**config.mk**
```make
export PLATFORM = sky130hd
export DESIGN_NAME = i2c_wiper_slave
export DESIGN_NICKNAME = d
export VERILOG_FILES = /design/src/rtl/i2c_wiper_slave.sv
export SDC_FILE = /design/constraint.sdc
export NUM_CORES = 1
export LEC_CHECK = 0
export BUFFER_PORTS_ARGS = -buffer_cell sky130_fd_sc_hd__buf_4
export CORE_MARGIN = 4
export CORE_UTILIZATION = 50
export CTS_CLUSTER_DIAMETER = 200
export CTS_CLUSTER_SIZE = 16
export DETAILED_ROUTE_END_ITERATION = 7
export GPL_ROUTABILITY_DRIVEN = 0
export PLACE_DENSITY = 0.68
export RECOVER_POWER = 100
export SETUP_SLACK_MARGIN = 0.02
export SYNTH_ARGS = -nofsm -noshare
export SYNTH_HDL_FRONTEND = slang
export SYNTH_SLANG_ARGS = --single-unit
```
**constraint.sdc**
```tcl
create_clock -name clk -period 6.8 [get_ports clk]
set_clock_uncertainty 0.15 [all_clocks]
set_input_delay 0.68 -clock clk [delete_from_list [all_inputs] [get_ports clk]]
set_output_delay 0.68 -clock clk [all_outputs]
set_load 0.02 [all_outputs]
```
**src/rtl/i2c_wiper_slave.sv**
```systemverilog
module i2c_wiper_slave #(
  parameter logic [6:0] DEV_ADDR = 7'b1010111,
  parameter int         WIDTH    = 8
) (
  input  logic                 clk,
  input  logic                 rst_n,
  input  logic                 scl_i,
  input  logic                 sda_i,
  output logic                 sda_oe,
  output logic [3*WIDTH-1:0]   wiper_o,
  output logic [3*WIDTH-1:0]   nvm_o
);
  localparam int NW = 3;

  typedef enum logic [1:0] {S_IDLE, S_RX, S_ACK, S_TX} st_t;
  typedef enum logic [1:0] {K_ADDR, K_INSTR, K_DATA} kind_t;

  logic [1:0] scl_sy, sda_sy;
  logic       scl_d, sda_d;
  st_t        st;
  kind_t      kind;
  logic [2:0] cnt;
  logic       got8, rd, wt;
  logic [1:0] ptr;
  logic [WIDTH-1:0] sh;
  logic [WIDTH-1:0] wip [NW];
  logic [WIDTH-1:0] nv  [NW];
  logic [WIDTH-1:0] rd_val;

  wire scl_s     = scl_sy[1];
  wire sda_s     = sda_sy[1];
  wire scl_rise  = scl_s & ~scl_d;
  wire scl_fall  = ~scl_s & scl_d;
  wire start_det = scl_s & scl_d & sda_d & ~sda_s;
  wire stop_det  = scl_s & scl_d & ~sda_d & sda_s;
  wire is_idle   = (st == S_IDLE);

  wire addr_ok  = (sh[WIDTH-1:1] == DEV_ADDR);
  wire instr_ok = (sh[WIDTH-2:2] == '0) && (sh[1:0] != 2'b11);

  assign rd_val = (ptr == 2'd2) ? wip[2] : (ptr == 2'd1) ? wip[1] : wip[0];

  always_ff @(posedge clk or negedge rst_n) begin
    if (!rst_n) begin
      scl_sy <= 2'b11;
      sda_sy <= 2'b11;
      scl_d  <= 1'b1;
      sda_d  <= 1'b1;
    end else begin
      scl_sy <= {scl_sy[0], scl_i};
      sda_sy <= {sda_sy[0], sda_i};
      scl_d  <= scl_s;
      sda_d  <= sda_s;
    end
  end

  always_ff @(posedge clk or negedge rst_n) begin
    if (!rst_n) begin
      st     <= S_IDLE;
      kind   <= K_ADDR;
      cnt    <= '0;
      got8   <= 1'b0;
      rd     <= 1'b0;
      wt     <= 1'b0;
      ptr    <= '0;
      sh     <= '0;
      sda_oe <= 1'b0;
      for (int i = 0; i < NW; i++) begin
        wip[i] <= '0;
        nv[i]  <= '0;
      end
    end else if (start_det) begin
      st     <= S_RX;
      kind   <= K_ADDR;
      cnt    <= '0;
      got8   <= 1'b0;
      sda_oe <= 1'b0;
    end else if (stop_det) begin
      st     <= S_IDLE;
      got8   <= 1'b0;
      sda_oe <= 1'b0;
    end else begin
      case (st)
        S_RX: begin
          if (scl_rise) begin
            sh  <= {sh[WIDTH-2:0], sda_s};
            cnt <= cnt + 3'd1;
            if (cnt == 3'd7) got8 <= 1'b1;
          end else if (scl_fall && got8) begin
            got8 <= 1'b0;
            case (kind)
              K_ADDR: begin
                if (addr_ok) begin
                  sda_oe <= 1'b1;
                  rd     <= sh[0];
                  st     <= S_ACK;
                end else begin
                  st <= S_IDLE;
                end
              end
              K_INSTR: begin
                if (instr_ok) begin
                  sda_oe <= 1'b1;
                  ptr    <= sh[1:0];
                  wt     <= sh[WIDTH-1];
                  st     <= S_ACK;
                end else begin
                  st <= S_IDLE;
                end
              end
              default: begin
                sda_oe <= 1'b1;
                st     <= S_ACK;
                for (int i = 0; i < NW; i++) begin
                  if (ptr == 2'(i)) begin
                    wip[i] <= sh;
                    if (wt) nv[i] <= sh;
                  end
                end
              end
            endcase
          end
        end
        S_ACK: begin
          if (scl_fall) begin
            sda_oe <= 1'b0;
            cnt    <= '0;
            case (kind)
              K_ADDR: begin
                if (rd) begin
                  st     <= S_TX;
                  sh     <= rd_val;
                  sda_oe <= ~rd_val[WIDTH-1];
                end else begin
                  kind <= K_INSTR;
                  st   <= S_RX;
                end
              end
              K_INSTR: begin
                kind <= K_DATA;
                st   <= S_RX;
              end
              default: st <= S_IDLE;
            endcase
          end
        end
        S_TX: begin
          if (scl_fall) begin
            if (cnt == 3'd7) begin
              sda_oe <= 1'b0;
              st     <= S_IDLE;
            end else begin
              cnt    <= cnt + 3'd1;
              sh     <= {sh[WIDTH-2:0], 1'b0};
              sda_oe <= ~sh[WIDTH-2];
            end
          end
        end
        default: ;
      endcase
    end
  end

  for (genvar g = 0; g < NW; g++) begin : g_out
    assign wiper_o[g*WIDTH +: WIDTH] = wip[g];
    assign nvm_o[g*WIDTH +: WIDTH]   = nv[g];
  end
endmodule

```
==> impl_metrics.ini, run 1 <==
[clocking]
clk_latency_ns = 0.34
cts_setup_buffers = 0
path_clk_slew_ns = 0.08
ctsResizeCount = 0
clockBufferDepth = 2
root_buffer = clkbuf_8
htreeDepth = 3
hold_buffers = 0
cts_made_buffers = 9
clock_sinks = 75
cts_tree = done

[die]
placementRows = 30
initial_core_util_pct = 52.0
fp.dieArea_mm2 = 0.00856
io_pins = 53
fp.coreArea_mm2 = 0.00687
fp.dieW_um = 92.5
fp.dieH_um = 92.5

[run_status]
status = finished with violations
violations = max-capacitance violations, max-slew violations

[worst_setup_path]
crit_fanout = 10
critPathTopFamily = simple AND/OR/NAND/NOR gates
critPathMaxStageDelay_ns = 1.66
worstPathArrival_ns = 4.22
cp-start-kind = flip-flop
setup.worst_path.end_class = flip-flop
crit_buf_inv = 1
cp_num_cells = 6
path_class = flip-flop to flip-flop
reg2regPathDepth = 6
path_cells = inv_1 -> ha_1 -> nand3_1 -> nor4b_1 -> nand2_1 -> mux2_2
cp.required_ns = 6.88
slowest_stage = nor4b_1

[layout]
num-nets-final = 332
multi_input_area_mm2 = 0.00153
fillCellCount = 600
drive_gt1_share_pct = 24.8
fin_area_mm2 = 0.00397
syn2layout_area_growth_pct = 11.1
register_area_mm2 = 0.00188
antenna_cells = 0
fin_cells = 423

[place]
io_buffers = 52
place_ws_ns = 4.04
dpl_cell_area_mm2 = 0.00400
dp_hpwl_um = 4950
dp.cells = 407

[timing]
finalHoldViolCount = 0
post-route-min-period_ns = 4.14
rsz0062_at_grt = no
whs_ns = 0.214
report.final.slew_viol_count = 105
fin_ws_ns = 2.66
fmax_ghz = 0.242
max-slew-margin-rel_pct = -163
setup_viol = 0
fin_crit_sh_pct = 60.9
final.setup.tns_ns = 0
tightest_slew_ns = 3.95

[logic_synthesis]
syn_area_mm2 = 0.00357
synth_seq_cells = 75
synth_warnings = 0
synth_edf_count = 0
syn-num-nets = 286
synth-seq-area-share_pct = 52.7
ys_types = 48
syn_inst = 276
synth_ff_type = dfrtp_1
async_flop_share_pct = 100
avgSynthCellArea_um2 = 12.9

[global_route]
grt_pass1_wl_um = 12400
first_global_vias = 2358
grt_max_degree = 76
gr-usage-all-layers_pct = 18.7
grt_antenna_before_repair = 0
overflow = 0

[hold_path]
min_path_cells = 0
hp-class = flip-flop to flip-flop

[power]
power.leakage_nw = 1.81
p_sw_share_pct = 33.2
p_sw_mw = 0.415
power_frac_clock_pct = 29.9
p_int_mw = 0.835
combPwrFrac_pct = 23.2
vdd.ir_drop.worst_v = 0.000144
power.density_mw_per_mm2 = 315
seqPwrFrac_pct = 46.9

[detailed_routing]
dr.pass1.iters = 4
via_per_inst = 5.57
wl_per_cell_um = 17.6
vias = 2355
drc = 0
drt-initial-drc-count = 134
ant_nets = 0
wirelength_um = 7450

[flow_run]
drv_cap = 4
## kinds of logic after synthesis
kind of cell	count (synthesis)	share of synthesized area, %
buffers and inverters	21	2.63
and+or+nand+nor	52	9.46
muxes	72	22.3
xor gates and xnor gates	1	0.245
AOI/OAI and AO/OA	49	10.5
adders and majority gates	6	2.10
DFF	75	52.7
## registers in the layout, indices dropped and copies added, names as in the netlist, 2 cells and up
signal and flops:
cnt 3, kind 2, nvm_o 24, ptr 2, scl_sy 2, sda_sy 2, sh 8, st 2
wiper_o 24
## worst paths after layout
check | end | slack (ns) | start
hold / removal | scl_sy[1] | 0.21 | scl_sy[0]
hold reg to reg | scl_sy[1] | 0.21 | scl_sy[0]
min in group asynchronous | wiper_o[23] | 1.55 | rst_n
setup reg to reg | nvm_o[20] | 2.66 | st[1]
max in group asynchronous | got8 | 2.74 | rst_n
setup / recovery | nvm_o[20] | 2.66 | st[1]
## worst register-to-register path, cell delays in order (launching register included)
cell     delay (ns)
dfrtp_1        0.41
inv_1          0.11
ha_1           0.37
nand3_1        0.29
nor4b_1        1.66
nand2_1        0.61
mux2_2         0.43
## Yosys cell counts, drive strengths merged (2+ instances only)
library cell | number | area share [%]
a211oi | 9 | 2.0
a21oi | 12 | 1.7
a22o | 9 | 2.2
a311o | 2 | 0.56
a31oi | 3 | 0.53
a32o | 2 | 0.56
and3 | 3 | 0.53
buf | 8 | 1.3
clkbuf | 9 | 0.95
dfrtp | 69 | 48
dfstp | 6 | 4.4
ha | 6 | 2.1
inv | 4 | 0.42
mux2 | 60 | 19
mux2i | 12 | 3.4
nand2 | 7 | 0.81
nand2b | 4 | 0.70
nand3 | 2 | 0.63
nand3b | 2 | 0.42
nor2 | 9 | 0.95
nor2b | 9 | 1.6
nor3 | 3 | 0.42
nor4 | 2 | 0.77
o21ai | 3 | 0.42
or2 | 4 | 0.70
## layout make-up
type                       instances  share of cell area (%)
multi-input combinational        180                    38.6
clock inverter                     6                    2.24
sequential                        75                    47.5
tap                               96                    3.03
timing repair buffer              52                    5.11
inverter                           4                   0.378
clock buffer                      10                    3.22
## stage by stage
stage	power (mW)	util, %
2_1_floorplan	0.818	-
3_3_place_gp	0.902	58.3
3_5_place_dp	0.908	58.3
4_1_cts	1.28	61.4
5_1_grt	1.32	57.8
6_report	1.25	57.8
## layout by cell type, fill, tap and decap left out, types with 6 or more instances in the layout
cell type and n:
a211oi_1 8, a21oi_1 12, a22o_1 9, clkbuf_1 51, clkbuf_8 9, dfrtp_1 69, ha_1 6, mux2_1 8
mux2_2 52, mux2i_1 12, nand2_1 7, nor2_1 9, nor2b_1 9
## power groups by stage
stage               Sequential [mW]  Combinational (mW)  Clock, mW
detailed placement            0.596               0.312          0
global placement              0.595               0.307          0
finish                        0.587               0.290      0.374
global route                  0.596               0.321      0.407
CTS                           0.588               0.313      0.383
floorplan                     0.529               0.289          0
## per-layer routing
layer  routed length [um]  vias to the layer above  GRT usage (%)
li1                     -                     1109              -
met1                 3450                     1177           25.8
met2                 3590                       62           29.2
met3                  350                        7           4.71
met4                   72                        0           5.32
met5                    0                        -              0
Power figures use the tool's default switching activity.
==> run 2: changes to the inputs <==
--- a/config.mk
+++ b/config.mk
@@ -12,7 +12,7 @@
 export CTS_CLUSTER_SIZE = 16
 export DETAILED_ROUTE_END_ITERATION = 7
 export GPL_ROUTABILITY_DRIVEN = 0
-export PLACE_DENSITY = 0.68
+export PLACE_DENSITY = 0.71
 export RECOVER_POWER = 100
 export SETUP_SLACK_MARGIN = 0.02
 export SYNTH_ARGS = -nofsm -noshare
==> constraint.sdc (replaced) <==
create_clock -name clk -period 3.8 [get_ports clk]
set_clock_uncertainty 0.15 [all_clocks]
set_input_delay 0.38 -clock clk [delete_from_list [all_inputs] [get_ports clk]]
set_output_delay 0.38 -clock clk [all_outputs]
set_load 0.02 [all_outputs]
==> run 2 against run 1 <==
Largest power group unchanged. Highest routed layer unchanged. The run still ends with max-capacitance violations, max-slew violations left. Combinational power rose by 86%. Sequential share of layout area fell by 0.81 points. Design area rose by 1.7%. Die area unchanged. Via count hardly changed. Clock power grew 84%. Global-route usage up 0.15 points.
==> impl_metrics.ini, run 2 (same netlist as run 1, synthesis figures left out) <==
[clocking]
clock_sinks = 75
ctsResizeCount = 0
cts_setup_buffers = 0
path_clk_slew_ns = 0.08
root_buffer = clkbuf_8
htreeDepth = 3
cts_tree = done
clk_latency_ns = 0.34
cts_made_buffers = 9
clockBufferDepth = 2

[detailed_routing]
vias = 2356
dr.pass1.iters = 4
via_per_inst = 5.54
drc = 0
wl_per_cell_um = 17.9
wirelength_um = 7620
ant_nets = 0
drt-initial-drc-count = 86

[power]
p_total_mw = 2.28
combPwrFrac_pct = 23.7
power.leakage_nw = 1.83
vdd.ir_drop.worst_v = 0.000270
power.density_mw_per_mm2 = 566
p_sw_mw = 0.736
p_sw_share_pct = 32.2
p_int_mw = 1.55
seqPwrFrac_pct = 46.2
power_frac_clock_pct = 30.1

[timing]
max-slew-margin-rel_pct = -20.1
rsz0062_at_grt = no
fin_crit_sh_pct = 80.5
fin_ws_ns = 0.741
report.final.slew_viol_count = 76
fmax_ghz = 0.327
final.setup.tns_ns = 0
post-route-min-period_ns = 3.06
finalHoldViolCount = 0
setup_viol = 0
tightest_slew_ns = 1.80

[layout]
antenna_cells = 0
final_common_cell = dfrtp_1
drive_gt1_share_pct = 28.3
syn2layout_area_growth_pct = 13.0
num-nets-final = 334
final_cell_mix = 69 x dfrtp_1, 60 x mux2_2, 50 x clkbuf_1

[place]
io_buffers = 52
dp_hpwl_um = 5090
place_ws_ns = 1.01

[worst_setup_path]
setup.worst_path.end_class = flip-flop
reg2reg_to = sh[3]
worstPathArrival_ns = 3.13
reg2regPathDepth = 7
worst_r2r_startpoint = st[0]
cp.required_ns = 3.87
path_class = flip-flop to flip-flop
cp-start-kind = flip-flop
crit_fanout = 17
r2r_slack_ns = 0.74

[global_route]
grt_util_met1_pct = 26.5
overflow = 0
grt_pass1_wl_um = 12500
grt_antenna_before_repair = 0
gr-usage-met2_pct = 28.3
use_met3_pct = 4.79
grt_busiest_layer = met2
gr-usage-all-layers_pct = 18.8
grt_max_degree = 76
first_global_vias = 2390

[die]
fp.coreArea_mm2 = 0.00687
fp.dieArea_mm2 = 0.00856
fp.dieW_um = 92.5
fp.dieH_um = 92.5
placementRows = 30
initial_core_util_pct = 52.0
io_pins = 53

[run_status]
status = finished with violations
violations = max-capacitance violations, max-slew violations

[hold_path]
min_path_cells = 0
hp-class = flip-flop to flip-flop
min_to = scl_sy[1]
hp-start = scl_sy[0]

[flow_run]
drv_cap = 1
-- run 2: changes by cell type in the layout (fill, tap and decap cells not counted), sizes merged --
cell	delta
dlygate4sd3	+2
clkinvlp	-1
clkbuf	+2
inv	-1
-- run 2: per-stage QoR --
| step | cell area [um2] | utilization [%] | hold WS (ns) | std cells |
|---|---|---|---|---|
| 2_1_floorplan | 3570 | - | -0.0656 | 276 |
| 3_3_place_gp | 4000 | 58.3 | 0.196 | 407 |
| 3_5_place_dp | 4000 | 58.3 | 0.199 | 407 |
| 4_1_cts | 4250 | 61.9 | 0.0564 | 425 |
| 5_1_grt | 4040 | 58.8 | 0.217 | 425 |
| 6_report | 4040 | 58.8 | 0.214 | 425 |
-- run 2: worst max-delay path by stage --
stage | to | depth (start not counted) | slack (ns) | start
3_3_place_gp | sh[2] | 7 | 1.11 | st[0]
3_5_place_dp | sh[0] | 7 | 1.01 | st[0]
4_1_cts | sh[3] | 7 | 1.00 | st[0]
2_1_floorplan | sh[0] | 8 | 1.43 | st[0]
5_1_grt | sh[3] | 7 | 0.54 | st[0]
6_report | sh[3] | 7 | 0.74 | st[0]
-- run 2: final cells by class --
class / instances / area (um2)
inverter: 4 / 15.0
sequential: 75 / 1880
timing repair buffer: 54 / 224
multi-input combinational: 180 / 1570
clock inverter: 4 / 72.6
fill: 616 / 2830
clock buffer: 12 / 155
tap: 96 / 120
-- run 2: routing by layer --
metal | share of wire, % | up-vias
li1 | - | 1111
met1 | 48 | 1195
met2 | 47 | 44
met3 | 3.9 | 6
met4 | 0.89 | 0
met5 | 0 | -
-- run 2: power by group through the flow --
stage                     clock (mW)  combinational (mW)  sequential, mW
after floorplan                    0               0.517           0.947
after global placement             0               0.545            1.07
after detailed placement           0               0.556            1.07
after CTS                      0.706               0.563            1.05
after global routing           0.738               0.598            1.07
final                          0.688               0.540            1.06
-- run 2: critical path, cell delays in order (launching register included) --
cell	delay [ns]
dfrtp_1	0.40
inv_1	0.08
ha_1	0.42
or2_2	0.42
a21oi_1	0.19
nor2_1	0.08
a2111oi_2	0.78
mux2_2	0.41
-- run 2: what timing repair did --
item | in CTS | in global routing
setup endpoints to repair | 0 | 0
hold buffers | 2 | 0
endpoints found under the hold margin | 2 | 0
